**src/rtl/adc_seq_pkg.sv**
```systemverilog
package adc_seq_pkg;

    localparam int CMD_W      = 16;
    localparam int CH_W       = 4;
    localparam int FIFO_W     = 2;

    // entry field positions
    localparam int B_IRQ      = 15;
    localparam int B_RUN_HEAD = 14;
    localparam int B_DUAL     = 13;
    localparam int B_FIFO_LO  = 11;
    localparam int B_UNIT     = 4;
    localparam int B_CHB_LO   = 4;

    localparam logic [CH_W-1:0] SHARED_LO = 4'd12;

    typedef struct packed {
        logic              irq;
        logic              head;
        logic              dual;
        logic [FIFO_W-1:0] fifo;
        logic              unit;
        logic [CH_W-1:0]   chan_a;
        logic [CH_W-1:0]   chan_b;
        logic              bad;
    } cmd_dec_t;

    typedef enum logic [1:0] {
        ST_IDLE,
        ST_CHECK,
        ST_ISSUE,
        ST_WAIT
    } seq_st_e;

endpackage

```
**src/rtl/cmd_list_store.sv**
```systemverilog
module cmd_list_store
    import adc_seq_pkg::*;
#(
    parameter int N_ENTRIES = 24,
    parameter int N_TRIG    = 4,
    parameter int IDX_W     = $clog2(N_ENTRIES),
    parameter int SRC_W     = (N_TRIG > 1) ? $clog2(N_TRIG) : 1
) (
    input  logic                          clk,
    input  logic                          rst_n,
    input  logic                          sh_wr_i,
    input  logic [IDX_W-1:0]              sh_idx_i,
    input  logic [CMD_W-1:0]              sh_data_i,
    input  logic                          st_wr_i,
    input  logic [SRC_W-1:0]              st_src_i,
    input  logic [IDX_W-1:0]              st_idx_i,
    input  logic                          reload_i,
    input  logic                          reload_ok_i,
    input  logic [IDX_W-1:0]              rd_idx_i,
    output logic [CMD_W-1:0]              rd_data_o,
    output logic [N_TRIG-1:0][IDX_W-1:0]  start_o
);

    typedef struct packed {
        logic [N_ENTRIES-1:0][CMD_W-1:0] sh_list;
        logic [N_ENTRIES-1:0][CMD_W-1:0] act_list;
        logic [N_TRIG-1:0][IDX_W-1:0]    sh_start;
        logic [N_TRIG-1:0][IDX_W-1:0]    act_start;
    } store_t;

    store_t s_d, s_q;

    always_comb begin
        s_d = s_q;
        for (int i = 0; i < N_ENTRIES; i++) begin
            if (sh_wr_i && (sh_idx_i == IDX_W'(i))) begin
                s_d.sh_list[i] = sh_data_i;
            end
        end
        for (int j = 0; j < N_TRIG; j++) begin
            if (st_wr_i && (st_src_i == SRC_W'(j)) && (st_idx_i < IDX_W'(N_ENTRIES))) begin
                s_d.sh_start[j] = st_idx_i;
            end
        end
        if (reload_i && reload_ok_i) begin
            s_d.act_list  = s_q.sh_list;
            s_d.act_start = s_q.sh_start;
        end
    end

    always_ff @(posedge clk or negedge rst_n) begin
        if (!rst_n) begin
            s_q <= '0;
        end else begin
            s_q <= s_d;
        end
    end

    always_comb begin
        rd_data_o = '0;
        for (int i = 0; i < N_ENTRIES; i++) begin
            if (rd_idx_i == IDX_W'(i)) begin
                rd_data_o = s_q.act_list[i];
            end
        end
    end

    assign start_o = s_q.act_start;

    AST_ACTIVE_HELD: assert property (@(posedge clk) disable iff (!rst_n)
        !(reload_i && reload_ok_i) |=> $stable(s_q.act_list) && $stable(s_q.act_start));

endmodule

```
**src/rtl/cmd_decode.sv**
```systemverilog
module cmd_decode
    import adc_seq_pkg::*;
(
    input  logic [CMD_W-1:0] raw_i,
    output cmd_dec_t         dec_o
);

    logic dual;
    logic same_shared;

    assign dual        = raw_i[B_DUAL];
    assign same_shared = (raw_i[CH_W-1:0] == raw_i[B_CHB_LO +: CH_W])
                       && (raw_i[CH_W-1:0] >= SHARED_LO);

    always_comb begin
        dec_o        = '0;
        dec_o.irq    = raw_i[B_IRQ];
        dec_o.head   = raw_i[B_RUN_HEAD];
        dec_o.dual   = dual;
        dec_o.fifo   = raw_i[B_FIFO_LO +: FIFO_W];
        dec_o.chan_a = raw_i[CH_W-1:0];
        if (dual) begin
            dec_o.chan_b = raw_i[B_CHB_LO +: CH_W];
            dec_o.bad    = same_shared;
        end else begin
            dec_o.unit   = raw_i[B_UNIT];
        end
    end

endmodule

```
**src/rtl/seq_ctrl.sv**
```systemverilog
module seq_ctrl
    import adc_seq_pkg::*;
#(
    parameter int N_ENTRIES = 24,
    parameter int N_TRIG    = 4,
    parameter int IDX_W     = $clog2(N_ENTRIES),
    parameter int SRC_W     = (N_TRIG > 1) ? $clog2(N_TRIG) : 1
) (
    input  logic                          clk,
    input  logic                          rst_n,
    input  logic                          mode_wr_i,
    input  logic                          mode_val_i,
    input  logic [N_TRIG-1:0]             trig_i,
    input  logic [N_TRIG-1:0][IDX_W-1:0]  start_i,
    input  cmd_dec_t                      dec_i,
    output logic [IDX_W-1:0]              rd_idx_o,
    output logic                          cmd_valid_o,
    input  logic                          cmd_ack_i,
    output cmd_dec_t                      cmd_o,
    input  logic                          done_i,
    output logic                          irq_o,
    output logic                          err_o,
    output logic                          ovr_o,
    output logic                          seq_mode_o
);

    localparam int CNT_W = $clog2(N_ENTRIES + 1);

    typedef struct packed {
        seq_st_e          st;
        logic [IDX_W-1:0] idx;
        logic [CNT_W-1:0] seen;
        logic             at_head;
        cmd_dec_t         cur;
        logic             mode;
        logic             locked;
        logic             err;
        logic             ovr;
        logic             irq;
    } ctl_t;

    ctl_t c_d, c_q;
    logic             trig_hit;
    logic [SRC_W-1:0] pick;
    logic [IDX_W-1:0] idx_next;

    assign trig_hit = (|trig_i) && c_q.mode;
    assign idx_next = (c_q.idx == IDX_W'(N_ENTRIES - 1)) ? '0 : c_q.idx + 1'b1;

    always_comb begin
        pick = '0;
        for (int i = N_TRIG - 1; i >= 0; i--) begin
            if (trig_i[i]) begin
                pick = SRC_W'(i);
            end
        end
    end

    always_comb begin
        c_d     = c_q;
        c_d.irq = 1'b0;

        if (mode_wr_i && !c_q.locked) begin
            c_d.mode   = mode_val_i;
            c_d.locked = 1'b1;
        end

        if (trig_hit && (c_q.st != ST_IDLE)) begin
            c_d.ovr = 1'b1;
        end

        unique case (c_q.st)
            ST_IDLE: begin
                if (trig_hit) begin
                    c_d.idx     = start_i[pick];
                    c_d.seen    = '0;
                    c_d.at_head = 1'b1;
                    c_d.st      = ST_CHECK;
                end
            end
            ST_CHECK: begin
                if ((c_q.seen == CNT_W'(N_ENTRIES)) || (!c_q.at_head && dec_i.head)) begin
                    c_d.st = ST_IDLE;
                end else if (dec_i.bad) begin
                    c_d.err     = 1'b1;
                    c_d.idx     = idx_next;
                    c_d.seen    = c_q.seen + 1'b1;
                    c_d.at_head = 1'b0;
                end else begin
                    c_d.cur = dec_i;
                    c_d.st  = ST_ISSUE;
                end
            end
            ST_ISSUE: begin
                if (cmd_ack_i) begin
                    c_d.st = ST_WAIT;
                end
            end
            ST_WAIT: begin
                if (done_i) begin
                    c_d.irq     = c_q.cur.irq;
                    c_d.idx     = idx_next;
                    c_d.seen    = c_q.seen + 1'b1;
                    c_d.at_head = 1'b0;
                    c_d.st      = ST_CHECK;
                end
            end
            default: c_d.st = ST_IDLE;
        endcase
    end

    always_ff @(posedge clk or negedge rst_n) begin
        if (!rst_n) begin
            c_q    <= '0;
            c_q.st <= ST_IDLE;
        end else begin
            c_q <= c_d;
        end
    end

    assign rd_idx_o    = c_q.idx;
    assign cmd_valid_o = (c_q.st == ST_ISSUE);
    assign cmd_o       = c_q.cur;
    assign irq_o       = c_q.irq;
    assign err_o       = c_q.err;
    assign ovr_o       = c_q.ovr;
    assign seq_mode_o  = c_q.mode;

    AST_HOLD_UNTIL_ACK: assert property (@(posedge clk) disable iff (!rst_n)
        cmd_valid_o && !cmd_ack_i |=> cmd_valid_o && $stable(cmd_o));
    AST_NO_NEXT_BEFORE_DONE: assert property (@(posedge clk) disable iff (!rst_n)
        cmd_valid_o && cmd_ack_i |=> !cmd_valid_o);
    AST_QUIET_IN_CPU_MODE: assert property (@(posedge clk) disable iff (!rst_n)
        !seq_mode_o |-> !cmd_valid_o && !ovr_o);
    AST_MODE_LOCKED: assert property (@(posedge clk) disable iff (!rst_n)
        c_q.locked |=> $stable(seq_mode_o));
    AST_NO_BAD_ISSUE: assert property (@(posedge clk) disable iff (!rst_n)
        cmd_valid_o && cmd_o.dual |-> !((cmd_o.chan_a == cmd_o.chan_b) && (cmd_o.chan_a >= SHARED_LO)));
    AST_ERR_STICKY: assert property (@(posedge clk) disable iff (!rst_n)
        err_o |=> err_o);
    AST_OVR_STICKY: assert property (@(posedge clk) disable iff (!rst_n)
        ovr_o |=> ovr_o);
    AST_IRQ_AFTER_DONE: assert property (@(posedge clk) disable iff (!rst_n)
        irq_o |-> $past(done_i));
    AST_IRQ_PULSE: assert property (@(posedge clk) disable iff (!rst_n)
        irq_o |=> !irq_o);

endmodule

```
**src/rtl/adc_cmd_seq.sv**
```systemverilog
module adc_cmd_seq
    import adc_seq_pkg::*;
#(
    parameter int N_ENTRIES = 24,
    parameter int N_TRIG    = 4,
    parameter int IDX_W     = $clog2(N_ENTRIES),
    parameter int SRC_W     = (N_TRIG > 1) ? $clog2(N_TRIG) : 1
) (
    input  logic              clk,
    input  logic              rst_n,
    input  logic              mode_wr_i,
    input  logic              mode_val_i,
    input  logic              sh_wr_i,
    input  logic [IDX_W-1:0]  sh_idx_i,
    input  logic [15:0]       sh_data_i,
    input  logic              st_wr_i,
    input  logic [SRC_W-1:0]  st_src_i,
    input  logic [IDX_W-1:0]  st_idx_i,
    input  logic              reload_i,
    input  logic              reload_ok_i,
    input  logic [N_TRIG-1:0] trig_i,
    output logic              cmd_valid_o,
    input  logic              cmd_ack_i,
    output logic              cmd_dual_o,
    output logic              cmd_unit_o,
    output logic [3:0]        cmd_chan_a_o,
    output logic [3:0]        cmd_chan_b_o,
    output logic [1:0]        cmd_fifo_o,
    input  logic              done_i,
    output logic              irq_o,
    output logic              err_o,
    output logic              ovr_o,
    output logic              seq_mode_o
);

    logic [IDX_W-1:0]             rd_idx;
    logic [CMD_W-1:0]             rd_data;
    logic [N_TRIG-1:0][IDX_W-1:0] start;
    cmd_dec_t                     dec;
    cmd_dec_t                     cmd;

    cmd_list_store #(
        .N_ENTRIES (N_ENTRIES),
        .N_TRIG    (N_TRIG),
        .IDX_W     (IDX_W),
        .SRC_W     (SRC_W)
    ) store_i (
        .clk         (clk),
        .rst_n       (rst_n),
        .sh_wr_i     (sh_wr_i),
        .sh_idx_i    (sh_idx_i),
        .sh_data_i   (sh_data_i),
        .st_wr_i     (st_wr_i),
        .st_src_i    (st_src_i),
        .st_idx_i    (st_idx_i),
        .reload_i    (reload_i),
        .reload_ok_i (reload_ok_i),
        .rd_idx_i    (rd_idx),
        .rd_data_o   (rd_data),
        .start_o     (start)
    );

    cmd_decode dec_i0 (
        .raw_i (rd_data),
        .dec_o (dec)
    );

    seq_ctrl #(
        .N_ENTRIES (N_ENTRIES),
        .N_TRIG    (N_TRIG),
        .IDX_W     (IDX_W),
        .SRC_W     (SRC_W)
    ) ctrl_i (
        .clk         (clk),
        .rst_n       (rst_n),
        .mode_wr_i   (mode_wr_i),
        .mode_val_i  (mode_val_i),
        .trig_i      (trig_i),
        .start_i     (start),
        .dec_i       (dec),
        .rd_idx_o    (rd_idx),
        .cmd_valid_o (cmd_valid_o),
        .cmd_ack_i   (cmd_ack_i),
        .cmd_o       (cmd),
        .done_i      (done_i),
        .irq_o       (irq_o),
        .err_o       (err_o),
        .ovr_o       (ovr_o),
        .seq_mode_o  (seq_mode_o)
    );

    assign cmd_dual_o   = cmd.dual;
    assign cmd_unit_o   = cmd.unit;
    assign cmd_chan_a_o = cmd.chan_a;
    assign cmd_chan_b_o = cmd.chan_b;
    assign cmd_fifo_o   = cmd.fifo;

endmodule

```
**config.mk**
```make
export PLATFORM = sky130hd
export DESIGN_NAME = adc_cmd_seq
export DESIGN_NICKNAME = d
export VERILOG_FILES = /design/src/rtl/adc_seq_pkg.sv /design/src/rtl/cmd_list_store.sv /design/src/rtl/cmd_decode.sv /design/src/rtl/seq_ctrl.sv /design/src/rtl/adc_cmd_seq.sv
export SDC_FILE = /design/constraint.sdc
export NUM_CORES = 1
export LEC_CHECK = 0
export BUFFER_PORTS_ARGS = -buffer_cell sky130_fd_sc_hd__buf_2
export CORE_ASPECT_RATIO = 1.5
export CORE_UTILIZATION = 63
export CTS_CLUSTER_SIZE = 20
export DETAILED_ROUTE_END_ITERATION = 7
export GPL_ROUTABILITY_DRIVEN = 0
export PLACE_DENSITY = 0.88
export SYNTH_ARGS = -nofsm -noshare
export SYNTH_HDL_FRONTEND = slang
export SYNTH_SLANG_ARGS = --single-unit
```
**constraint.sdc**
```tcl
create_clock -name clk -period 5.2 [get_ports clk]
set_input_delay 0.78 -clock clk [delete_from_list [all_inputs] [get_ports clk]]
set_output_delay 0.78 -clock clk [all_outputs]
set_load 0.005 [all_outputs]
```
* After elaboration in Yosys (flattened, before gate mapping)
Index checks and enable logic that the tools add are counted.
** Operators by class
- $add $sub $neg :: 2
- $mul :: 0
- Div/mod/pow operators :: 0
- Order comparisons :: 3
- Equal/unequal tests :: 60
- Shift-type cells :: 0
- Mux-type cells :: 45
- Bitwise logic cells :: 2
- Reductions and logical operators :: 52
** Operators by type and width (number)
- $mux 16 :: 24
- $eq 5x5->1 const B :: 17
- $eq 5x4->1 const B :: 16
- $eq 5x3->1 const B :: 8
- $logic_and 1x1->1 :: 38
- $pmux 11 s3 :: 1
- $mux 13 :: 2
- $mux 26 :: 1
- $eq 5x2->1 const B :: 4
- $mux 15 :: 1
- $mux 5 :: 3
- $mux 2 :: 7
- $mux 11 :: 1
- $add 5x1->5 const B :: 2
- $bmux 5 s2 :: 1
- $eq 5x1->1 const B :: 2
- $logic_not 5->1 :: 2
- $eq 2x2->1 const B :: 4
- $pmux 2 s4 :: 1
- $ne 2x1->1 const B :: 3
- $reduce_and 3->1 :: 2
- $lt 5x5->1 const B :: 1
- $reduce_and 5->1 :: 1
- $eq 2x1->1 const B :: 2
- other kinds (14) :: 20
** Storage, ports and cells
- Register bits :: 840
- Latch bits :: 0
- Memory bits (writable) :: 0
- Bits in read-only memories :: 0
- Input port bits :: 42
- Output and inout bits :: 17
- Word-level logic and storage cells :: 236
- Memories :: 0

* Longest topological paths before layout
- Depth after elaboration :: 31
- Gate-level depth with buffers :: 19

* Modules after synthesis
A second synthesis with hierarchy kept.
** Second synthesis, totals
- Cell total of the unflattened synthesis :: 2612
- Area, all modules :: 36523.8 um^2
** Modules (own cells, without submodules)
- cmd_list_store :: times used 1, cells an instance 2399, area an instance 34426.8 um^2, sequential area each 20219.4 um^2
- seq_ctrl :: times used 1, cells an instance 195, area an instance 1959.4 um^2, sequential area each 800.8 um^2
- cmd_decode :: times used 1, cells an instance 18, area an instance 137.6 um^2, sequential area each 0.0 um^2

* Worst setup path after synthesis
Ideal clock, no wire load.
- Kind :: flip-flop to flip-flop
- Start point :: register ctrl_i.c_q, in the netlist ctrl_i.rd_idx_o[0]
- End point :: register ctrl_i.c_q[21] (netlist bit)
- Library setup time :: 0.125 ns
- Data arrival time :: 4.032 ns
- Setup slack :: 1.043 ns
- Stages on the path, launching flop included :: 19
- Period minus slack after synthesis :: 4.157 ns
- Cell sequence :: dfrtp_1 ha_1 buf_2 buf_2 buf_2 clkbuf_1 and3_1 ha_1 clkbuf_1 clkinv_1 nand3_1 a211oi_1 o31ai_1 o211ai_1 xor2_1 nor3_2 a41oi_4 nor3_4 mux2_4
** On the way
- Cells in the longest elaborated chain, start to end :: 30
** Ends and longest elaborated chain
- from (decl) :: line seq_ctrl.sv:42 : ctl_t c_d, c_q;
- $logic_not 5->1 :: line cmd_list_store.sv:62 : if (rd_idx_i == IDX_W'(i)) begin
- $mux 16 (23 in series) :: line cmd_list_store.sv:62
- $mux 16 * :: line cmd_list_store.sv:62
- $ge 4x4->1 / $eq 4x4->1 (equally long branches) :: line cmd_decode.sv:13, cmd_decode.sv:12
- $logic_and 1x1->1 :: line cmd_decode.sv:13 : && (raw_i[CH_W-1:0] >= SHARED_LO);
- $mux 5 :: line cmd_decode.sv:22 : if (dual) begin
- $ne 2x1->1 (no source line)
- $reduce_and 5->1 (no source line) *
Mark *: on every way between the ends. The rest lies on a longest branch, timed or not.
A chain may end at the register's enable or synchronous reset.

* Worst setup path after layout
- Start point :: register ctrl_i.c_q, in the netlist ctrl_i.rd_idx_o[0]
- End point :: register ctrl_i.c_q, in the netlist ctrl_i.rd_idx_o[3]
** On the way
- Cells in the longest elaborated chain, start to end :: 30
** Ends and longest elaborated chain (line)
- $logic_not 5->1 :: cmd_list_store.sv:62
- $mux 16 (24 in series) :: cmd_list_store.sv:62
- $ge 4x4->1 / $eq 4x4->1 (equally long branches) :: cmd_decode.sv:13, cmd_decode.sv:12
- $logic_and 1x1->1 :: cmd_decode.sv:13
- $mux 5 :: cmd_decode.sv:22
- $ne 2x1->1 (no source line)
- $reduce_and 5->1 (no source line)
Several ways; a longest one is shown, not always the timed one. The select of a mux whose other input is x is not followed.

==> flow_summary.html <==
<table>
<tr><th>Metric</th><th>Value</th></tr>
<tr><th colspan="2">Status</th></tr>
<tr><td>Result of the run</td><td>complete, no violations</td></tr>
<tr><th colspan="2">Layout</th></tr>
<tr><td>Fraction of layout instances using a drive strength above 1</td><td>41.6%</td></tr>
<tr><td># fillers</td><td>2857</td></tr>
<tr><td>Signed area change from the synthesized netlist to the final layout</td><td>9.93%</td></tr>
<tr><td>Area of combinational cells with multiple inputs</td><td>12300 um^2</td></tr>
<tr><td>Number of nets at the end of the flow</td><td>2324</td></tr>
<tr><td>Seq. cell area</td><td>approximately 17000 um^2</td></tr>
<tr><th colspan="2">Synth</th></tr>
<tr><td>Synth top area share</td><td>57.0%</td></tr>
<tr><td>Dominant synthesized flop cell</td><td>sky130_fd_sc_hd__dfrtp_1</td></tr>
<tr><td>Register bit total from synthesis</td><td>695</td></tr>
<tr><td>Post-Syn Nets</td><td>2301</td></tr>
<tr><td>Number of flops mapped to enable cells by yosys</td><td>0</td></tr>
<tr><td>Number of unique standard cell types used by synthesis</td><td>99</td></tr>
<tr><td>Post-synthesis cell count</td><td>about 2.2k</td></tr>
<tr><td>Number of warnings printed during yosys synthesis</td><td>0</td></tr>
<tr><td>Synth async-reset ratio</td><td>100%</td></tr>
<tr><td>Mapped Area</td><td>a little over 30000 um^2</td></tr>
<tr><td>Most frequently used cell type in the post-synthesis netlist</td><td>sky130_fd_sc_hd__dfrtp_1</td></tr>
<tr><td>Synth area leader</td><td>sky130_fd_sc_hd__dfrtp_1</td></tr>
<tr><td>Part of the Yosys area used for sequential elements</td><td>57.0%</td></tr>
<tr><td>Syn Area/Cell</td><td>13.6 um^2</td></tr>
<tr><td>Ranking of synthesized cells by area</td><td>sky130_fd_sc_hd__dfrtp_1, sky130_fd_sc_hd__mux2_2, sky130_fd_sc_hd__clkbuf_1</td></tr>
<tr><td>Commonest cells in the netlist</td><td>sky130_fd_sc_hd__dfrtp_1, sky130_fd_sc_hd__mux2_2, sky130_fd_sc_hd__clkbuf_1</td></tr>
<tr><th colspan="2">Timing</th></tr>
<tr><td>Final setup viols</td><td>0</td></tr>
<tr><td>Crit share post-route</td><td>96.0%</td></tr>
<tr><td>Setup repair after global routing missed its margin</td><td>false</td></tr>
<tr><td>Worst Max-Slew Pin Slew</td><td>around 1.1 ns</td></tr>
<tr><td>Worst Clk Skew</td><td>between 0.015 and 0.02 ns</td></tr>
<tr><td>Highest clock rate</td><td>between 200 and 250 MHz</td></tr>
<tr><td>Number of endpoints with negative hold slack in the final report</td><td>0</td></tr>
<tr><td>Post-layout minimum cycle time</td><td>4.99 ns</td></tr>
<tr><td>Final-report max-slew violation count</td><td>0</td></tr>
<tr><td>Final hold slack</td><td>0.200 ns</td></tr>
<tr><td>Remaining max-slew budget at the tightest pin</td><td>between 20% and 30%</td></tr>
<tr><td>Setup_tns</td><td>0 ns</td></tr>
<tr><th colspan="2">Critical path</th></tr>
<tr><td>Cell chain of the critical path</td><td>inv_1, ha_1, nor4bb_1, buf_4, a22oi_1, a32oi_1, o211ai_1, a211oi_1, a211oi_1, nor3_2, a41oi_4, nor3_4, mux2_4</td></tr>
<tr><td>Kind of capture point of the worst setup path</td><td>flop</td></tr>
<tr><td>Critical-path cell with the highest stage delay</td><td>sky130_fd_sc_hd__ha_1</td></tr>
<tr><td>Number of cells on the worst reg-to-reg path</td><td>13</td></tr>
<tr><td>Worst endpoint required time</td><td>5.69 ns</td></tr>
<tr><td>Data arrival time of the critical path</td><td>5.49 ns</td></tr>
<tr><td>Crit-path most repeated cell</td><td>sky130_fd_sc_hd__a211oi_1</td></tr>
<tr><td>Kind of start point of the critical path</td><td>flop</td></tr>
<tr><td>Slowest stage delay, CP</td><td>0.92 ns</td></tr>
<tr><td>Maximum fanout count along the critical path</td><td>17</td></tr>
<tr><td>Critical path class</td><td>flop to flop</td></tr>
<tr><th colspan="2">Clock network</th></tr>
<tr><td>Hold buffers post-CTS</td><td>0</td></tr>
<tr><td>Inserted Clock Buffers</td><td>59</td></tr>
<tr><td>Clock latency on the worst-skew pair</td><td>a little over 0.6 ns</td></tr>
<tr><td>Buffers from clock root to sink, at most</td><td>3</td></tr>
<tr><td>H-tree levels</td><td>2</td></tr>
<tr><td>Clock Pin Slew Worst Setup and Hold Paths</td><td>roughly 0.070 ns</td></tr>
<tr><td>Clock tree root buffer cell</td><td>sky130_fd_sc_hd__clkbuf_16</td></tr>
<tr><td>Clock tree from TritonCTS</td><td>built</td></tr>
<tr><td>Number of sinks handled by clock tree synthesis</td><td>695</td></tr>
<tr><td>Number of setup buffers added after CTS</td><td>0</td></tr>
<tr><td>Number of resized instances in the post-cts repair step</td><td>0</td></tr>
<tr><th colspan="2">Global route</th></tr>
<tr><td>Largest net degree at the start of global routing</td><td>121</td></tr>
<tr><td>Vias in the first global route</td><td>21.9k</td></tr>
<tr><td>Wire length of the first global-routing pass</td><td>127000 um</td></tr>
<tr><td>Total congestion overflow after global routing</td><td>0</td></tr>
<tr><td>Total GRT Usage</td><td>roughly a third</td></tr>
<tr><td>Antenna violations before repair</td><td>2</td></tr>
<tr><th colspan="2">Flow run</th></tr>
<tr><td>MaxCap Viol Count</td><td>0</td></tr>
<tr><th colspan="2">Detailed routing</th></tr>
<tr><td>Via total after detailed routing</td><td>20.2k</td></tr>
<tr><td>WL/cell</td><td>28.2 um</td></tr>
<tr><td>Total Wirelength</td><td>82400 um</td></tr>
<tr><td>Count of nets left with antenna violations after detail routing</td><td>0</td></tr>
<tr><td>Count of routing violations after the opening detailed-route iteration</td><td>1717</td></tr>
<tr><td>Remaining design rule violation count</td><td>0</td></tr>
<tr><td>Vias per std cell</td><td>between 6 and 7</td></tr>
<tr><td>Pre-Repair DR Iteration Count</td><td>5</td></tr>
<tr><th colspan="2">Floorplan</th></tr>
<tr><td>Placeable core region</td><td>47700 um^2</td></tr>
<tr><td>Area enclosed by the die boundary</td><td>49400 um^2</td></tr>
<tr><td>Initial Util</td><td>around 64%</td></tr>
<tr><td>Total I/O pin count</td><td>just under 60</td></tr>
<tr><td>Row count</td><td>98</td></tr>
<tr><td>Vertical die dimension</td><td>272 um</td></tr>
<tr><td>Horizontal extent of the die</td><td>182 um</td></tr>
<tr><th colspan="2">Power and ir drop</th></tr>
<tr><td>Max VDD drop</td><td>0.493 mV</td></tr>
<tr><td>Static power due to leakage</td><td>15.4 nW</td></tr>
<tr><td>Pwr Density</td><td>a little over 500 nW/um^2</td></tr>
<tr><th colspan="2">Placement</th></tr>
<tr><td>Detailed-placement wirelength estimate</td><td>53600 um</td></tr>
<tr><td>Number of I/O port buffers</td><td>between 50 and 60</td></tr>
<tr><th colspan="2">Min path</th></tr>
<tr><td>Classification of the worst-slack hold path</td><td>input pin to asynchronous set/reset pin</td></tr>
</table>
where the power goes:
group	internal, mW	leakage [nW]	switching (mW)
sequential	6.68	8.86	0.990
clock	2.77	1.05	2.02
combinational	2.17	5.49	2.79
cells in the final DEF, fill, tap and decap left out, drive strengths merged, types with 23 or more instances in the layout:
cell type,instances
nand2,76
nand3,29
nor3,26
o21ai,64
o22ai,23
a21oi,58
buf,127
nor2,66
inv,29
clkbuf,80
mux2,669
dfrtp,695
state kept, by name, summed over array words and instances (netlist names):
register and count:
ctrl_i.rd_idx_o 5, store_i.start_o 20, store_i.s_q 644, ctrl_i.c_q 9, ctrl_i.ovr_o 1, ctrl_i.seq_mode_o 1, ctrl_i.irq_o 1, ctrl_i.cmd_o 13
ctrl_i.err_o 1
worst max-delay path: cells and delay by family (launching register included):
family          cells  cell delay [ns]
simple gates        3             1.23
buf+inv             2             0.38
fa+ha+maj           1             0.92
mux                 1             0.34
compound gates      6             1.55
flops               1             0.42
final timing paths:
path | slack, ns | endpoint | start
setup / recovery | 0.21 | ctrl_i.rd_idx_o[3]$_DFFE_PN0P_ | ctrl_i.rd_idx_o[0]$_DFFE_PN0P_
hold / removal | 0.20 | store_i.s_q[20]$_DFFE_PN0P_ | rst_n
setup reg to reg | 0.21 | ctrl_i.rd_idx_o[3]$_DFFE_PN0P_ | ctrl_i.rd_idx_o[0]$_DFFE_PN0P_
hold reg to reg | 0.48 | ctrl_i.ovr_o$_DFFE_PN0P_ | ctrl_i.ovr_o$_DFFE_PN0P_
max in group asynchronous | 3.77 | store_i.s_q[72]$_DFFE_PN0P_ | rst_n
min in group clk | 0.40 | ctrl_i.c_q[3]$_DFFE_PN0P_ | mode_wr_i
routing by layer:
metal | vias to the layer above | share of wire [%] | GRT usage [%]
met5 | - | 0 | 0
met4 | 0 | 9.1 | 27.7
met3 | 443 | 6.4 | 6.01
met2 | 1072 | 50 | 58.2
met1 | 10402 | 34 | 37.5
li1 | 8236 | - | -
cell families (layout without fill, tap and decap cells):
kind of cell / count (synthesis) / in the layout / synth area share (%)
XOR/XNOR: 3 / 3 / 0.111
buffers and inverters: 193 / 263 / 3.03
AO/OA/AOI/OAI: 328 / 328 / 7.52
adder cells (fa/ha/maj): 12 / 12 / 0.492
flip-flops: 695 / 695 / 57.0
multiplexers: 683 / 683 / 25.4
other: 0 / 1 / 0
AND/OR/NAND/NOR: 333 / 333 / 6.50
through the flow:
step,utilization [%],instances,setup WS [ns],area [um^2],power [mW]
CTS,70.3,2917,0.398,33600,17.3
global route,70.3,2918,0.107,33600,18.0
global placement,65.9,2809,0.610,31400,12.1
floorplan,-,2247,1.04,30500,10.7
detailed placement,65.9,2809,0.461,31400,12.4
finish,70.3,2918,0.206,33600,17.4
layout make-up:
type	instances	area share (%)
Sequential cell	695	51.8
Multi-Input combinational cell	1359	36.6
Clock buffer	80	5.15
Timing Repair Buffer	127	2.76
Tap cell	600	2.24
Clock inverter	28	1.14
Inverter	28	0.313
Antenna cell	1	0.00746
Note: power is estimated with default switching activity, not from simulation.
